$ cat src/rtl/uwr_pkg.sv
package uwr_pkg;
  typedef enum logic [1:0] {
    ST_IDLE = 2'd0,
    ST_OPC  = 2'd1,
    ST_ADDR = 2'd2,
    ST_DATA = 2'd3
  } uwr_state_e;

  localparam int HR_DIN  = 0;
  localparam int HR_SCLK = 1;
  localparam int HR_SEL  = 2;
  localparam int HR_DOUT = 3;
  localparam int HR_W    = 4;
endpackage

$ cat src/rtl/uwr_host_reg.sv
module uwr_host_reg
  import uwr_pkg::*;
(
  input  logic            clk,
  input  logic            rst,
  input  logic            we,
  input  logic [HR_W-1:0] wdata,
  input  logic            dout_ld,
  input  logic            dout_val,
  input  logic            din_clr,
  output logic            sel,
  output logic            sclk,
  output logic            din,
  output logic            dout,
  output logic [HR_W-1:0] rdata
);
  logic sel_q, sclk_q, din_q, dout_q;
  logic sel_nx, sclk_nx, din_nx, dout_nx;

  always_comb begin
    sel_nx  = we ? wdata[HR_SEL]  : sel_q;
    sclk_nx = we ? wdata[HR_SCLK] : sclk_q;
    if (!sel_nx)      din_nx = 1'b0;
    else if (we)      din_nx = wdata[HR_DIN];
    else if (din_clr) din_nx = 1'b0;
    else              din_nx = din_q;
    dout_nx = dout_ld ? dout_val : dout_q;
  end

  always_ff @(posedge clk) begin
    if (rst) begin
      sel_q  <= 1'b0;
      sclk_q <= 1'b0;
      din_q  <= 1'b0;
      dout_q <= 1'b0;
    end else begin
      sel_q  <= sel_nx;
      sclk_q <= sclk_nx;
      din_q  <= din_nx;
      dout_q <= dout_nx;
    end
  end

  assign sel  = sel_q;
  assign sclk = sclk_q;
  assign din  = din_q;
  assign dout = dout_q;

  always_comb begin
    rdata          = '0;
    rdata[HR_DIN]  = din_q;
    rdata[HR_SCLK] = sclk_q;
    rdata[HR_SEL]  = sel_q;
    rdata[HR_DOUT] = dout_q;
  end
endmodule

$ cat src/rtl/uwr_edge.sv
module uwr_edge (
  input  logic clk,
  input  logic rst,
  input  logic sel,
  input  logic sclk,
  output logic rise
);
  logic sclk_prev;

  always_ff @(posedge clk) begin
    if (rst) sclk_prev <= 1'b0;
    else     sclk_prev <= sclk;
  end

  assign rise = sel & sclk & ~sclk_prev;
endmodule

$ cat src/rtl/uwr_wordmap.sv
module uwr_wordmap #(
  parameter int ADDR_BITS = 6,
  parameter int DATA_BITS = 16,
  parameter int DEPTH     = 64,
  parameter int NWORDS    = 3,
  parameter int BASE_WORD = 10
) (
  input  logic                        clk,
  input  logic                        rst,
  input  logic [ADDR_BITS-1:0]        addr,
  input  logic [NWORDS*DATA_BITS-1:0] station_addr,
  output logic                        hit,
  output logic [DATA_BITS-1:0]        word
);
  localparam int SA_BITS = NWORDS * DATA_BITS;

  logic                 in_range;
  logic [NWORDS-1:0]    hit_vec;
  logic [DATA_BITS-1:0] masked [NWORDS];

  assign in_range = (32'(addr) < DEPTH);

  // Word i holds the i-th sixteen-bit slice counted from the top byte down.
  for (genvar i = 0; i < NWORDS; i++) begin : g_word
    assign hit_vec[i] = in_range && (addr == ADDR_BITS'(BASE_WORD + i));
    assign masked[i]  = hit_vec[i] ? station_addr[SA_BITS-1-i*DATA_BITS -: DATA_BITS]
                                   : '0;
  end

  always_comb begin
    word = '0;
    for (int i = 0; i < NWORDS; i++) word = word | masked[i];
  end

  assign hit = |hit_vec;


  map_onehot_chk: assert property (@(posedge clk) disable iff (rst)
    $onehot0(hit_vec));
endmodule

$ cat src/rtl/uwr_fsm.sv
module uwr_fsm
  import uwr_pkg::*;
#(
  parameter int OPC_BITS  = 2,
  parameter int ADDR_BITS = 6,
  parameter int DATA_BITS = 16,
  parameter int READ_OPC  = 2
) (
  input  logic                 clk,
  input  logic                 rst,
  input  logic                 sel,
  input  logic                 rise,
  input  logic                 din,
  input  logic                 map_hit,
  input  logic [DATA_BITS-1:0] map_word,
  output logic [ADDR_BITS-1:0] look_addr,
  output logic                 dout_ld,
  output logic                 dout_val,
  output logic                 din_clr,
  output logic                 err
);
  localparam int MAXB  = (DATA_BITS > ADDR_BITS) ?
                         ((DATA_BITS > OPC_BITS) ? DATA_BITS : OPC_BITS) :
                         ((ADDR_BITS > OPC_BITS) ? ADDR_BITS : OPC_BITS);
  localparam int CNT_W = $clog2(MAXB + 1);

  uwr_state_e           state_q, state_nx;
  logic [CNT_W-1:0]     cnt_q, cnt_nx;
  logic [OPC_BITS-1:0]  opc_q, opc_nx, opc_sh;
  logic [ADDR_BITS-1:0] addr_q, addr_nx, addr_sh;
  logic [DATA_BITS-1:0] data_q, data_nx;
  logic                 err_q, err_nx;
  logic                 last;

  assign opc_sh    = {opc_q[OPC_BITS-2:0], din};
  assign addr_sh   = {addr_q[ADDR_BITS-2:0], din};
  assign look_addr = addr_sh;
  assign last      = (cnt_q == CNT_W'(1));
  assign dout_val  = data_q[DATA_BITS-1];

  always_comb begin
    state_nx = state_q;
    cnt_nx   = cnt_q;
    opc_nx   = opc_q;
    addr_nx  = addr_q;
    data_nx  = data_q;
    err_nx   = err_q;
    dout_ld  = 1'b0;
    din_clr  = 1'b0;
    if (!sel) begin
      state_nx = ST_IDLE;
      cnt_nx   = '0;
      opc_nx   = '0;
      addr_nx  = '0;
      err_nx   = 1'b0;
    end else if (rise) begin
      unique case (state_q)
        ST_IDLE: if (din) begin
          state_nx = ST_OPC;
          cnt_nx   = CNT_W'(OPC_BITS);
          opc_nx   = '0;
        end
        ST_OPC: begin
          opc_nx = opc_sh;
          cnt_nx = cnt_q - CNT_W'(1);
          if (last) begin
            if (opc_sh == OPC_BITS'(READ_OPC)) begin
              state_nx = ST_ADDR;
              cnt_nx   = CNT_W'(ADDR_BITS);
              addr_nx  = '0;
            end else begin
              state_nx = ST_IDLE;
              cnt_nx   = '0;
              err_nx   = 1'b1;
            end
          end
        end
        ST_ADDR: begin
          addr_nx = addr_sh;
          cnt_nx  = cnt_q - CNT_W'(1);
          if (last) begin
            if (map_hit) begin
              state_nx = ST_DATA;
              cnt_nx   = CNT_W'(DATA_BITS);
              data_nx  = map_word;
              din_clr  = 1'b1;
            end else begin
              state_nx = ST_IDLE;
              cnt_nx   = '0;
              err_nx   = 1'b1;
            end
          end
        end
        ST_DATA: begin
          dout_ld = 1'b1;
          data_nx = data_q << 1;
          cnt_nx  = cnt_q - CNT_W'(1);
          if (last) state_nx = ST_IDLE;
        end
        default: state_nx = ST_IDLE;
      endcase
    end
  end

  always_ff @(posedge clk) begin
    if (rst) begin
      state_q <= ST_IDLE;
      cnt_q   <= '0;
      opc_q   <= '0;
      addr_q  <= '0;
      data_q  <= '0;
      err_q   <= 1'b0;
    end else begin
      state_q <= state_nx;
      cnt_q   <= cnt_nx;
      opc_q   <= opc_nx;
      addr_q  <= addr_nx;
      data_q  <= data_nx;
      err_q   <= err_nx;
    end
  end

  assign err = err_q;


  no_rise_hold_chk: assert property (@(posedge clk) disable iff (rst)
    (sel && !rise) |=> ($stable(state_q) && $stable(cnt_q)));

  deselect_idle_chk: assert property (@(posedge clk) disable iff (rst)
    !sel |=> (state_q == ST_IDLE && !err_q));

  err_source_chk: assert property (@(posedge clk) disable iff (rst)
    $rose(err_q) |-> ($past(state_q) == ST_OPC || $past(state_q) == ST_ADDR));

  cnt_bound_chk: assert property (@(posedge clk) disable iff (rst)
    32'(cnt_q) <= MAXB);
endmodule

$ cat src/rtl/uwire_eeprom_rd.sv
module uwire_eeprom_rd
  import uwr_pkg::*;
#(
  parameter int OPC_BITS  = 2,
  parameter int ADDR_BITS = 6,
  parameter int DATA_BITS = 16,
  parameter int DEPTH     = 64,
  parameter int NWORDS    = 3,
  parameter int BASE_WORD = 10,
  parameter int READ_OPC  = 2
) (
  input  logic                        clk,
  input  logic                        rst,
  input  logic                        host_we,
  input  logic [3:0]                  host_wdata,
  input  logic [NWORDS*DATA_BITS-1:0] station_addr,
  output logic [3:0]                  host_rdata,
  output logic                        data_out,
  output logic                        err
);
  logic                 sel, sclk, din, dout, rise;
  logic                 dout_ld, dout_val, din_clr, map_hit;
  logic [ADDR_BITS-1:0] look_addr;
  logic [DATA_BITS-1:0] map_word;

  uwr_host_reg u_reg (
    .clk(clk), .rst(rst), .we(host_we), .wdata(host_wdata),
    .dout_ld(dout_ld), .dout_val(dout_val), .din_clr(din_clr),
    .sel(sel), .sclk(sclk), .din(din), .dout(dout), .rdata(host_rdata)
  );

  uwr_edge u_edge (
    .clk(clk), .rst(rst), .sel(sel), .sclk(sclk), .rise(rise)
  );

  uwr_wordmap #(
    .ADDR_BITS(ADDR_BITS), .DATA_BITS(DATA_BITS), .DEPTH(DEPTH),
    .NWORDS(NWORDS), .BASE_WORD(BASE_WORD)
  ) u_map (
    .clk(clk), .rst(rst), .addr(look_addr), .station_addr(station_addr),
    .hit(map_hit), .word(map_word)
  );

  uwr_fsm #(
    .OPC_BITS(OPC_BITS), .ADDR_BITS(ADDR_BITS), .DATA_BITS(DATA_BITS),
    .READ_OPC(READ_OPC)
  ) u_fsm (
    .clk(clk), .rst(rst), .sel(sel), .rise(rise), .din(din),
    .map_hit(map_hit), .map_word(map_word), .look_addr(look_addr),
    .dout_ld(dout_ld), .dout_val(dout_val), .din_clr(din_clr), .err(err)
  );

  assign data_out = dout;


  dout_ro_chk: assert property (@(posedge clk) disable iff (rst)
    !dout_ld |=> $stable(data_out));
endmodule

$ cat config.mk
export PLATFORM = sky130hd
export DESIGN_NAME = uwire_eeprom_rd
export DESIGN_NICKNAME = d
export VERILOG_FILES = /design/src/rtl/uwr_pkg.sv /design/src/rtl/uwr_host_reg.sv /design/src/rtl/uwr_edge.sv /design/src/rtl/uwr_wordmap.sv /design/src/rtl/uwr_fsm.sv /design/src/rtl/uwire_eeprom_rd.sv
export SDC_FILE = /design/constraint.sdc
export NUM_CORES = 1
export LEC_CHECK = 0
export BUFFER_PORTS_ARGS = -buffer_cell sky130_fd_sc_hd__buf_2
export CORE_ASPECT_RATIO = 0.5
export CORE_MARGIN = 2
export CORE_UTILIZATION = 48
export CTS_BUF_LIST = sky130_fd_sc_hd__clkbuf_16
export CTS_CLUSTER_DIAMETER = 120
export DETAILED_ROUTE_END_ITERATION = 16
export HOLD_SLACK_MARGIN = 0.06
export PLACE_DENSITY_LB_ADDON = 0.15
export SYNTH_ARGS = -nofsm -noshare
export SYNTH_HDL_FRONTEND = slang
export SYNTH_SLANG_ARGS = --single-unit
export TNS_END_PERCENT = 30
$ cat constraint.sdc
create_clock -name clk -period 2.15 [get_ports clk]
set_clock_uncertainty 0.05 [all_clocks]
set_input_delay 0.215 -clock clk [delete_from_list [all_inputs] [get_ports clk]]
set_output_delay 0.215 -clock clk [all_outputs]
set_load 0.02 [all_outputs]
==> results <==
- The flow ran to the end, and the final reports show no timing, DRC or antenna violations.
- Signal routing reaches up to met4.
- For this run, the total global-route usage over all layers was measured as 0.208.
- At the pin with the least slew margin, the transition time is 636 ps.
- The area of the die is 5710 um^2.
- The minimum period implied by the final worst setup slack is ~2000 ps.
- The count of final max-slew check failures is 0.
- The cell family with the largest share of critical-path delay is simple AND/OR/NAND/NOR gates.
- The final count of negative-setup-slack endpoints is 0.
- During synthesis, Yosys emitted a total of 0 warnings.
- The CTS tree is yes.
- The sequential share of power is 0.410.
- At the worst endpoint, the required time is 2260 ps.
- The largest voltage drop on the vdd net is 0.000359 V.
- Headroom to the max-slew limit came out at 0.576.
- Of the available clock period, the critical path in the final layout requires 0.930.
- The gate count after technology mapping is 310.
- At the end of routability-driven placement, the weighted congestion stood at 0.813.
- Of the synthesized area, sequential elements account for 0.287.
- For this run, design rule violations remaining after detail routing come to 0.
- The clock net in this run drives a total of 35 sinks.
- For this design the ratio of total power to cell area is 540 nW/um^2.
- The most repeated cell in the gate-level netlist after synthesis is sky130_fd_sc_hd__inv_1.
- In the final routing, the length of wire on met1 measures about 2700 um.
- The y dimension of the die is between 50 and 60 um.
- The layout overhead on the synthesized area is 21.2%.
- The internal power is 1260 uW.
- The clock power share is 0.519.
- The fmax is 500 MHz.
- On the worst path, the slowest cell contributes a delay of 520 ps.
- Walking the worst path, the cells encountered are inv_1 > ha_1 > or4b_4 > a211oi_4 > o21ai_4 > buf_4 > mux2i_1.
- The via count of the first global-routing pass is about 2,100.
- Data arrives at the worst endpoint at 2110 ps.
- The fraction of synthesis flops using an asynchronous set or reset pin is 0.
- The fraction of power consumed by combinational cells is 0.072.
- Once detail routing completed, the nets flagged for antenna violations numbered 0.
- The number of hold violations in the final report was 0.
- The clock tree synthesis step divided the H-tree into 2 levels.
- The number of top-level pins is 61.
- The number of buffers added on ports is 59.
- The classification of the worst setup path is flop to flop.
- The detailed placer's ending HPWL is 4010 um.
- Among all flip-flop cells after synthesis, the most frequent one is sky130_fd_sc_hd__dfxtp_1.
- In this run the cell area of the synthesized design comes to 2440 um^2.
- Dividing the detail-routed wire length by the instance count gives 13.2 um.
- The cell at the root of the clock tree is sky130_fd_sc_hd__clkbuf_16.
- Wire segments on met3 add up to 252 um in the final route.
- The net switching fraction of the power is 0.211.
- The core outline area is between 4000 and 5000 um^2.
- The slowest library cell on the worst path is sky130_fd_sc_hd__or4b_4.
- The worst setup path is captured at a flop.
- Of the cells placed in the final design, the portion with a size suffix greater than 1 is 0.238.
- From left edge to right edge, the die measures 105 um.
- In this run the core area contains 18 standard-cell rows.
- The synthesized area divided by synthesized cell count is 7.88 um^2.
- The number of different library cells used by synthesis comes to 50.
- Of the post-synthesis cell area, the dominant cell type holds 0.287.
- The initial core utilization is 0.497.
- Sorting the synthesized cells by how often they occur yields sky130_fd_sc_hd__inv_1, sky130_fd_sc_hd__dfxtp_1, sky130_fd_sc_hd__mux2i_1, sky130_fd_sc_hd__nor3_1, sky130_fd_sc_hd__a21oi_1.
- The clock-pin slew of the registers on the worst-case setup and hold paths is 60 ps.
- The biggest area contributor in the post-synthesis netlist is sky130_fd_sc_hd__dfxtp_1.
- The clock tree buffer depth is 2.
- The initial antenna violation count is 0.
- Counting the buffers created by CTS gives 5.
- The path class of the tightest hold or removal check is primary input to flop.
- The first detailed-routing pass took 4 iterations.
- The buffers plus inverters on the worst setup path is 2.
- The number of nets in the synthesized netlist is 371.
- Along the worst path, the maximum fanout reaches 6.
- The total leakage power is ~0.0013 uW.
- The overall power consumption is 1600 uW.
- After the first detailed-routing iteration, the DRC count stood at between 60 and 70.
- After detailed routing, the met2 layer carries 2680 um of wire.
- The flip-flop and latch count after synthesis is 35.
- In this run, synthesis inferred 0 flip-flops with an integrated enable.
- By area the synthesized netlist is led by sky130_fd_sc_hd__dfxtp_1, sky130_fd_sc_hd__mux2i_1, sky130_fd_sc_hd__nor3_1.
- For this design the total switching power over the nets is 337 uW.
- The clock latency on the worst-skew pair is 280 ps.
- The quantity of gates resized following cts is 0.
- The count of inserted antenna diode cells is 0.
- The maximum number of pins on one net before global-route repair is 34.
- Setup repair after global routing left no endpoint under its margin.
- The final layout contains 421 nets.
- The first global-routing pass estimated 9340 um of wire.
- Summed over all failing endpoints, the final setup total negative slack is 0 ps.
- The tool flagged a number of max-cap violations equal to 0.
- The worst setup path is launched from a flop.
- Global routing finished with a remaining overflow of 0.
- The count of vias placed by the detailed router is 2,269.
- In the routed layout, each cell is associated on average with a via count of 5.26.
- The routed wire length is approximately 5700 um.
[path summary, 6_finish.rpt]
path	from	endpoint	slack, ps	cells past startpoint
worst max-delay path	u_fsm.cnt_q[1]	u_fsm.data_q[14]	150	7
worst min-delay path	rst	u_edge.sclk_prev	120	2
worst max register to register	u_fsm.cnt_q[1]	u_fsm.data_q[14]	150	7
worst min register to register	u_fsm.err	u_fsm.err	410	1
[per-layer routing]
layer	vias up	GRT usage
met5	-	0
met4	0	0.0600
met2	43	0.374
li1	1175	-
met1	1046	0.260
met3	5	0.0452
[through the flow]
stage	setup WS (ps)	cell area [um^2]	hold slack (ps)	cells	utilization
2_1_floorplan	61.3	2440	310	310	-
3_3_place_gp	98.2	2760	391	421	0.563
3_5_place_dp	48.2	2760	400	421	0.563
4_1_cts	35.5	2930	117	429	0.597
5_1_grt	70.3	2960	134	431	0.603
6_report	150	2960	115	431	0.603
[power by group through the flow]
stage	Sequential [uW]	Clock, uW	Combinational, uW
after global placement	669	0	113
after floorplan	668	0	60.2
after global routing	655	857	129
after detailed placement	669	0	116
after CTS	655	840	116
final	655	829	115
[area by class of cell]
class                   instances  area (um^2)
inverters                      36          135
multi-input cells             211         1470
clock buffers                   5          125
clock inverters                 3         43.8
flip-flops and latches         35          701
fillers                       486         1950
well taps                      70         87.6
repair buffers                 71          398
[cells by family (layout without fill, tap and decap cells)]
kind of cell	Yosys count	after routing	synth area share
muxes	34	34	0.139
buffers and inverters	64	115	0.112
DFF	35	35	0.287
and+or+nand+nor	98	98	0.228
xor gates and xnor gates	1	1	0.00359
adders and majority gates	6	6	0.0307
AOI/OAI and AO/OA	72	72	0.199
[layout by cell type, fill, tap and decap left out, types with 4 or more instances in the layout]
| cell | n |
|---|---|
| sky130_fd_sc_hd__a21oi_1 | 25 |
| sky130_fd_sc_hd__buf_2 | 59 |
| sky130_fd_sc_hd__buf_4 | 11 |
| sky130_fd_sc_hd__clkbuf_16 | 5 |
| sky130_fd_sc_hd__dfxtp_1 | 35 |
| sky130_fd_sc_hd__ha_1 | 6 |
| sky130_fd_sc_hd__inv_1 | 36 |
| sky130_fd_sc_hd__mux2i_1 | 34 |
| sky130_fd_sc_hd__nand2_1 | 9 |
| sky130_fd_sc_hd__nand2b_1 | 18 |
| sky130_fd_sc_hd__nand4_1 | 6 |
| sky130_fd_sc_hd__nor2_1 | 10 |
| sky130_fd_sc_hd__nor2b_1 | 4 |
| sky130_fd_sc_hd__nor3_1 | 32 |
| sky130_fd_sc_hd__o21ai_0 | 10 |
| sky130_fd_sc_hd__o31ai_1 | 15 |
[timing repair]
item                       4_1_cts  5_1_grt
setup endpoints to repair        0        2
hold endpoints to repair         0        0
buffers inserted                 0        2
hold buffers                     0        0
[state kept, by name (all words and copies together), names as in the netlist]
register and cells:
u_fsm.opc_q 1, u_fsm.err 1, u_fsm.state_q 2, u_fsm.data_q 16, u_reg.din 1, u_reg.sel 1
u_fsm.addr_q 5, u_fsm.cnt_q 5, u_reg.sclk 1, u_reg.dout 1, u_edge.sclk_prev 1
No activity file was read; power rests on OpenSTA's default activity.
